**config.mk**
```make
export PLATFORM = sky130hd
export DESIGN_NAME = vbi_word_serializer
export DESIGN_NICKNAME = d
export VERILOG_FILES = /design/src/rtl/vbi_pkg.sv /design/src/rtl/vbi_crc6.sv /design/src/rtl/vbi_line_gate.sv /design/src/rtl/vbi_bit_shifter.sv /design/src/rtl/vbi_word_serializer.sv
export SDC_FILE = /design/constraint.sdc
export NUM_CORES = 1
export LEC_CHECK = 0
export CAP_MARGIN = 25
export CORE_MARGIN = 10
export CORE_UTILIZATION = 50
export CTS_CLUSTER_DIAMETER = 40
export DETAILED_ROUTE_END_ITERATION = 16
export DONT_BUFFER_PORTS = 1
export GPL_ROUTABILITY_DRIVEN = 1
export SYNTH_ARGS = -nofsm -noshare
export SYNTH_HDL_FRONTEND = slang
export SYNTH_SLANG_ARGS = --single-unit
```
**constraint.sdc**
```tcl
create_clock -name clk -period 4.24 [get_ports clk]
set_input_delay 0.424 -clock clk [delete_from_list [all_inputs] [get_ports clk]]
set_output_delay 0.424 -clock clk [all_outputs]
set_load 0.03 [all_outputs]
```
**src/rtl/vbi_pkg.sv**
```systemverilog
package vbi_pkg;
   localparam int CG_PAYLOAD = 14;
   localparam int CG_CHECK   = 6;
   localparam int CG_BITS    = CG_PAYLOAD + CG_CHECK;
   localparam int PRE_BITS   = 2;
   localparam int CG_FRAME   = CG_BITS + PRE_BITS;
   localparam int WS_BITS    = 14;
   localparam logic [PRE_BITS-1:0] PRE_PATTERN = 2'b01;
   localparam logic [CG_CHECK-1:0] CRC_SEED    = '1;
   localparam logic [CG_CHECK-1:0] CRC_TAPS    = 6'b000011;
endpackage

```
**src/rtl/vbi_crc6.sv**
```systemverilog
module vbi_crc6
   import vbi_pkg::*;
(
   input  logic                crc_auto,
   input  logic [CG_BITS-1:0]  word_in,
   output logic [CG_BITS-1:0]  word_out
);
   logic [CG_CHECK-1:0] stage [CG_PAYLOAD+1];

   assign stage[0] = CRC_SEED;

   for (genvar g = 0; g < CG_PAYLOAD; g++) begin : g_step
      logic fb;
      assign fb = stage[g][CG_CHECK-1] ^ word_in[g];
      assign stage[g+1] = {stage[g][CG_CHECK-2:1], stage[g][0] ^ fb, fb};
   end

   always_comb begin
      word_out = word_in;
      if (crc_auto)
         word_out[CG_BITS-1:CG_PAYLOAD] = stage[CG_PAYLOAD];
   end
endmodule

```
**src/rtl/vbi_line_gate.sv**
```systemverilog
module vbi_line_gate #(
   parameter int LINE_W     = 10,
   parameter int LINE_ODD   = 20,
   parameter int LINE_EVEN  = 283,
   parameter int LINE_WIDE  = 23
) (
   input  logic              line_start,
   input  logic [LINE_W-1:0] line_num,
   input  logic              field_odd,
   input  logic              std_pal,
   input  logic              cgms_odd_en,
   input  logic              cgms_even_en,
   input  logic              wss_en,
   output logic              go_cg,
   output logic              go_ws
);
   localparam logic [LINE_W-1:0] L_ODD  = LINE_W'(LINE_ODD);
   localparam logic [LINE_W-1:0] L_EVEN = LINE_W'(LINE_EVEN);
   localparam logic [LINE_W-1:0] L_WIDE = LINE_W'(LINE_WIDE);

   if (LINE_EVEN >= (1 << LINE_W)) begin : g_bad_width
      $error("line number width too small for target lines");
   end

   logic odd_hit, even_hit;
   assign odd_hit  = field_odd  && cgms_odd_en  && (line_num == L_ODD);
   assign even_hit = !field_odd && cgms_even_en && (line_num == L_EVEN);
   assign go_cg = line_start && !std_pal && (odd_hit || even_hit);
   assign go_ws = line_start && std_pal && wss_en && (line_num == L_WIDE);
endmodule

```
**src/rtl/vbi_bit_shifter.sv**
```systemverilog
module vbi_bit_shifter #(
   parameter int FRAME_W = 22,
   parameter int NBITS_A = 22,
   parameter int NBITS_B = 14,
   parameter int CELL_A  = 4,
   parameter int CELL_B  = 6
) (
   input  logic               clk,
   input  logic               rst_n,
   input  logic               go_a,
   input  logic               go_b,
   input  logic [FRAME_W-1:0] word_a,
   input  logic [FRAME_W-1:0] word_b,
   output logic               ser_bit,
   output logic               active,
   output logic               strobe
);
   localparam int CMAX  = (CELL_A > CELL_B) ? CELL_A : CELL_B;
   localparam int CNT_W = $clog2(CMAX + 1);
   localparam int IDX_W = $clog2(FRAME_W + 1);
   localparam logic [CNT_W-1:0] A_LAST = CNT_W'(CELL_A - 1);
   localparam logic [CNT_W-1:0] B_LAST = CNT_W'(CELL_B - 1);
   localparam logic [IDX_W-1:0] A_END  = IDX_W'(NBITS_A - 1);
   localparam logic [IDX_W-1:0] B_END  = IDX_W'(NBITS_B - 1);

   if (CELL_A < 1 || CELL_B < 1) begin : g_bad_cell
      $error("bit cell length must be at least one clock");
   end
   if (NBITS_A > FRAME_W || NBITS_B > FRAME_W) begin : g_bad_frame
      $error("frame longer than shift register");
   end

   logic [FRAME_W-1:0] sh;
   logic [CNT_W-1:0]   cell_cnt, cell_last;
   logic [IDX_W-1:0]   idx, idx_last;
   logic               start;

   assign start = (go_a || go_b) && !active;

   always_ff @(posedge clk) begin
      if (!rst_n) begin
         sh        <= '0;
         cell_cnt  <= '0;
         cell_last <= '0;
         idx       <= '0;
         idx_last  <= '0;
         active    <= 1'b0;
      end else if (start) begin
         sh        <= go_a ? word_a : word_b;
         cell_last <= go_a ? A_LAST : B_LAST;
         idx_last  <= go_a ? A_END  : B_END;
         cell_cnt  <= '0;
         idx       <= '0;
         active    <= 1'b1;
      end else if (active) begin
         if (cell_cnt == cell_last) begin
            cell_cnt <= '0;
            sh       <= sh >> 1;
            if (idx == idx_last) active <= 1'b0;
            else                 idx    <= idx + 1'b1;
         end else begin
            cell_cnt <= cell_cnt + 1'b1;
         end
      end
   end

   assign ser_bit = active && sh[0];
   assign strobe  = active && (cell_cnt == '0);


   first_cell_strobe_chk: assert property (@(posedge clk) disable iff (!rst_n)
      $rose(active) |-> strobe);

   cell_hold_chk: assert property (@(posedge clk) disable iff (!rst_n)
      (active && $past(active) && !strobe) |-> $stable(ser_bit));

   cell_bound_chk: assert property (@(posedge clk) disable iff (!rst_n)
      active |-> (cell_cnt <= cell_last));

   idle_stays_chk: assert property (@(posedge clk) disable iff (!rst_n)
      (!active && !go_a && !go_b) |=> !active);
endmodule

```
**src/rtl/vbi_word_serializer.sv**
```systemverilog
module vbi_word_serializer
   import vbi_pkg::*;
#(
   parameter int LINE_W    = 10,
   parameter int LINE_ODD  = 20,
   parameter int LINE_EVEN = 283,
   parameter int LINE_WIDE = 23,
   parameter int CGMS_CELL = 4,
   parameter int WSS_CELL  = 6
) (
   input  logic              clk,
   input  logic              rst_n,
   input  logic              line_start,
   input  logic [LINE_W-1:0] line_num,
   input  logic              field_odd,
   input  logic              std_pal,
   input  logic              cgms_odd_en,
   input  logic              cgms_even_en,
   input  logic              wss_en,
   input  logic              crc_auto,
   input  logic [19:0]       cgms_word,
   input  logic [13:0]       wss_word,
   output logic              ser_bit,
   output logic              insert_active,
   output logic              bit_strobe
);
   logic               go_cg, go_ws;
   logic [CG_BITS-1:0] cg_full;
   logic [CG_FRAME-1:0] frame_a, frame_b;

   vbi_line_gate #(
      .LINE_W(LINE_W), .LINE_ODD(LINE_ODD),
      .LINE_EVEN(LINE_EVEN), .LINE_WIDE(LINE_WIDE)
   ) u_gate (
      .line_start(line_start), .line_num(line_num), .field_odd(field_odd),
      .std_pal(std_pal), .cgms_odd_en(cgms_odd_en),
      .cgms_even_en(cgms_even_en), .wss_en(wss_en),
      .go_cg(go_cg), .go_ws(go_ws)
   );

   vbi_crc6 u_crc (
      .crc_auto(crc_auto), .word_in(cgms_word), .word_out(cg_full)
   );

   assign frame_a = {cg_full, PRE_PATTERN};
   assign frame_b = {{(CG_FRAME - WS_BITS){1'b0}}, wss_word};

   vbi_bit_shifter #(
      .FRAME_W(CG_FRAME), .NBITS_A(CG_FRAME), .NBITS_B(WS_BITS),
      .CELL_A(CGMS_CELL), .CELL_B(WSS_CELL)
   ) u_shift (
      .clk(clk), .rst_n(rst_n), .go_a(go_cg), .go_b(go_ws),
      .word_a(frame_a), .word_b(frame_b),
      .ser_bit(ser_bit), .active(insert_active), .strobe(bit_strobe)
   );


   start_follows_line_chk: assert property (@(posedge clk) disable iff (!rst_n)
      $rose(insert_active) |-> $past(line_start));

   quiet_idle_chk: assert property (@(posedge clk) disable iff (!rst_n)
      !insert_active |-> (!ser_bit && !bit_strobe));
endmodule

```
==> metrics.md <==
| Metric | Value |
|---|---|
| Syn-to-layout area delta | `3.78%` |
| First-pass GRT wire length | `7940 µm` |
| Post-synth net total | `264` |
| Setup Total Neg Slack | `0 ns` |
| Post-DRT Antenna Nets | `0` |
| Crit Path Max Fanout | `29` |
| Final worst slack | `1.45 ns` |
| Die X-Extent | `83.1 µm` |
| DRC | `0` |
| Commonest non-fill, non-tap cell in the layout | `dfxtp_1` |
| Flops & latches, synth | `34` |
| Die ar. | `6900 µm²` |
| Count of different cell masters after synthesis | `43` |
| Via count of the first global-routing pass | `1,580` |
| Ys async rst share | `0%` |
| Share of the synthesized area in the top cell type | `34.2%` |
| Xor and xnor area share after synthesis | `14.5%` |
| Register area share after synthesis | `34.2%` |
| Clk buf depth | `2` |
| TritonCTS Buffers | `5` |
| Finished layout cell area | `2060 µm²` |
| Yosys top cell by area | `dfxtp_1` |
| CP arrival | `2.99 ns` |
| Mapped Cells | `208` |
| Post-synth EDFFs | `0` |
| Starting Density | `53.1%` |
| Core area | `3740 µm²` |
| Final Max Tran Viols | `0` |
| CTS root buffer | `clkbuf_8` |
| Vias after detailed routing | `1,588` |
| Synth top area cells | `dfxtp_1, xnor2_1, o221a_2` |
| Hold_buf cts | `0` |
| CP Capture Type | `register` |
| Slowest-stage cell, CP | `or4_1` |
| Post-place setup slack | `1.44 ns` |
| Highest clock rate | `359 MHz` |
| Io pins | `56` |
| DRT Pass-1 Iters | `4` |
| WL final | `4930 µm` |
| Synth Area in Compound Gates | `26.3%` |
| Outcome | `finished, final reports clean` |
| Detailed placement HPWL | `3780 µm` |
| Yosys warnings | `0` |
| Largest family of logic cells by synthesized area | `compound AO/OA/AOI/OAI gates` |
| Maximum VDD drop | `200 µV` |
| Slew @ Worst Pin | `0.916 ns` |
| Adder-cell area share of the yosys netlist | `1.89%` |
| WL/cell | `19.7 µm` |
| Resize count post-CTS | `0` |
| Number of DRC markers in iteration 0 | `174` |
| Diode count | `0` |
| Layout Skew | `0.00272 ns` |
| Final #Nets | `258` |
| CTS H-tree lvls | `2` |
| Worst-skew pair later-pin latency | `0.29 ns` |
| Worst-path clk slew | `0.07 ns` |
| CTS Sinks | `34` |
| CTS tree | `yes` |
| Max Cap Violations | `0` |
| Tcrit/Tclk final | `65.7%` |
| Dpl cell area | `1970 µm²` |
| Initial antenna violation count | `0` |
| Crit path kind | `register to register` |
| Tightest Hold Check Type | `input port to register` |
| Predominant post-synthesis flop cell | `dfxtp_1` |
| Mean Syn Cell Area | `9.56 µm²` |
| Row count | `22` |
| Startpoint types | `register` |
| # setup viols final | `0` |
| CP cell instances | `or4b_1 > or4_1 > and3_4 > a211oi_1` |
| Chip height | `83.1 µm` |
| Post-CTS Setup Inserts | `0` |
| Final Total Pwr | `622 µW` |
| Commonest cells after routing, fill and taps aside | `dfxtp_1, xnor2_1, o221a_2, xor2_1, inv_1` |
| Mux share of post-synthesis cell area | `2.52%` |
| Hold Violations, Final | `0` |
| CP required | `4.44 ns` |
| Post-synthesis simple-gate area fraction | `14.9%` |
| Crit-path max cell delay | `0.92 ns` |
| Placer Congestion | `0.785` |
| RSZ-0062 raised after global routing | `no` |
| P_leak | `0.728 nW` |
| Tmin final | `2.79 ns` |
| Core Util, Final | `55.1%` |
| Synthesized cell area | `1990 µm²` |
| PD cells | `302 nW/µm²` |
| Overflow after GRT | `0` |
| Port Buffer Count | `0` |
| Vias/cell | `6.33` |
| Largest net degree at the start of global routing | `30` |
| Layout cells sized above 1 | `15.3%` |
| Relative slew slack | `38.9%` |
| Overall routing resource usage | `13.5%` |
## area by class of cell
class / count / area [µm²]
Inverter: 10 / 37.5
Clock inverter: 3 / 21.3
Tap cell: 48 / 60.1
Multi-Input combinational cell: 151 / 1190
Clock buffer: 5 / 68.8
Fill cell: 351 / 1680
Sequential cell: 34 / 681
## state kept, by name, indices dropped and copies added (netlist names)
register	count
u_shift.active	1
u_shift.cell_last	2
u_shift.sh	22
u_shift.idx	5
u_shift.cell_cnt	3
u_shift.idx_last	1
## report_power, final
part	total (mW)	switching, mW	internal (mW)
logic	0.0618	0.0270	0.0348
registers	0.319	0.0000742	0.319
clock network	0.241	0.126	0.115
total	0.622	0.153	0.469
## per-stage QoR
step / hold WS, ns / cells
5_1_grt: 0.251 / 251
4_1_cts: 0.252 / 251
3_3_place_gp: 0.438 / 243
6_report: 0.250 / 251
3_5_place_dp: 0.445 / 243
2_1_floorplan: 0.426 / 208
## worst paths after layout
path / from / end / slack (ns) / depth (start not counted)
max: u_shift.active / u_shift.sh[1] / 1.45 / 4
min: rst_n / u_shift.sh[21] / 0.25 / 1
max reg2reg: u_shift.active / u_shift.sh[1] / 1.45 / 4
min reg2reg: u_shift.sh[15] / u_shift.sh[15] / 0.45 / 2
## worst max-delay path, delay by kind of cell, from the launching register on
family	cells	cell delay, ns
AO/OA/AOI/OAI	1	0.25
flip-flops	1	0.51
AND/OR/NAND/NOR	3	1.93
## kinds of logic after synthesis
group	Yosys count
AOI/OAI and AO/OA	61
xor gates and xnor gates	33
adders and majority gates	3
buffers and inverters	23
DFF	34
muxes	5
and+or+nand+nor	49
## synthesized netlist by cell type, drive strengths merged, types with 6 or more instances
master  count
o21ai       9
a211oi      8
nand3       6
xnor2      20
nand2       8
dfxtp      34
inv        10
clkbuf      8
nor3        8
o221a      22
nor2        9
xor2       13
## layer usage
layer	global-route usage, %	up-vias	share of wire (%)
met2	22.5	45	49
met5	0	-	0
li1	-	776	-
met1	15.9	763	43
met3	5.37	4	7.0
met4	2.92	0	0.99
Note: power is estimated with default switching activity, not from simulation.
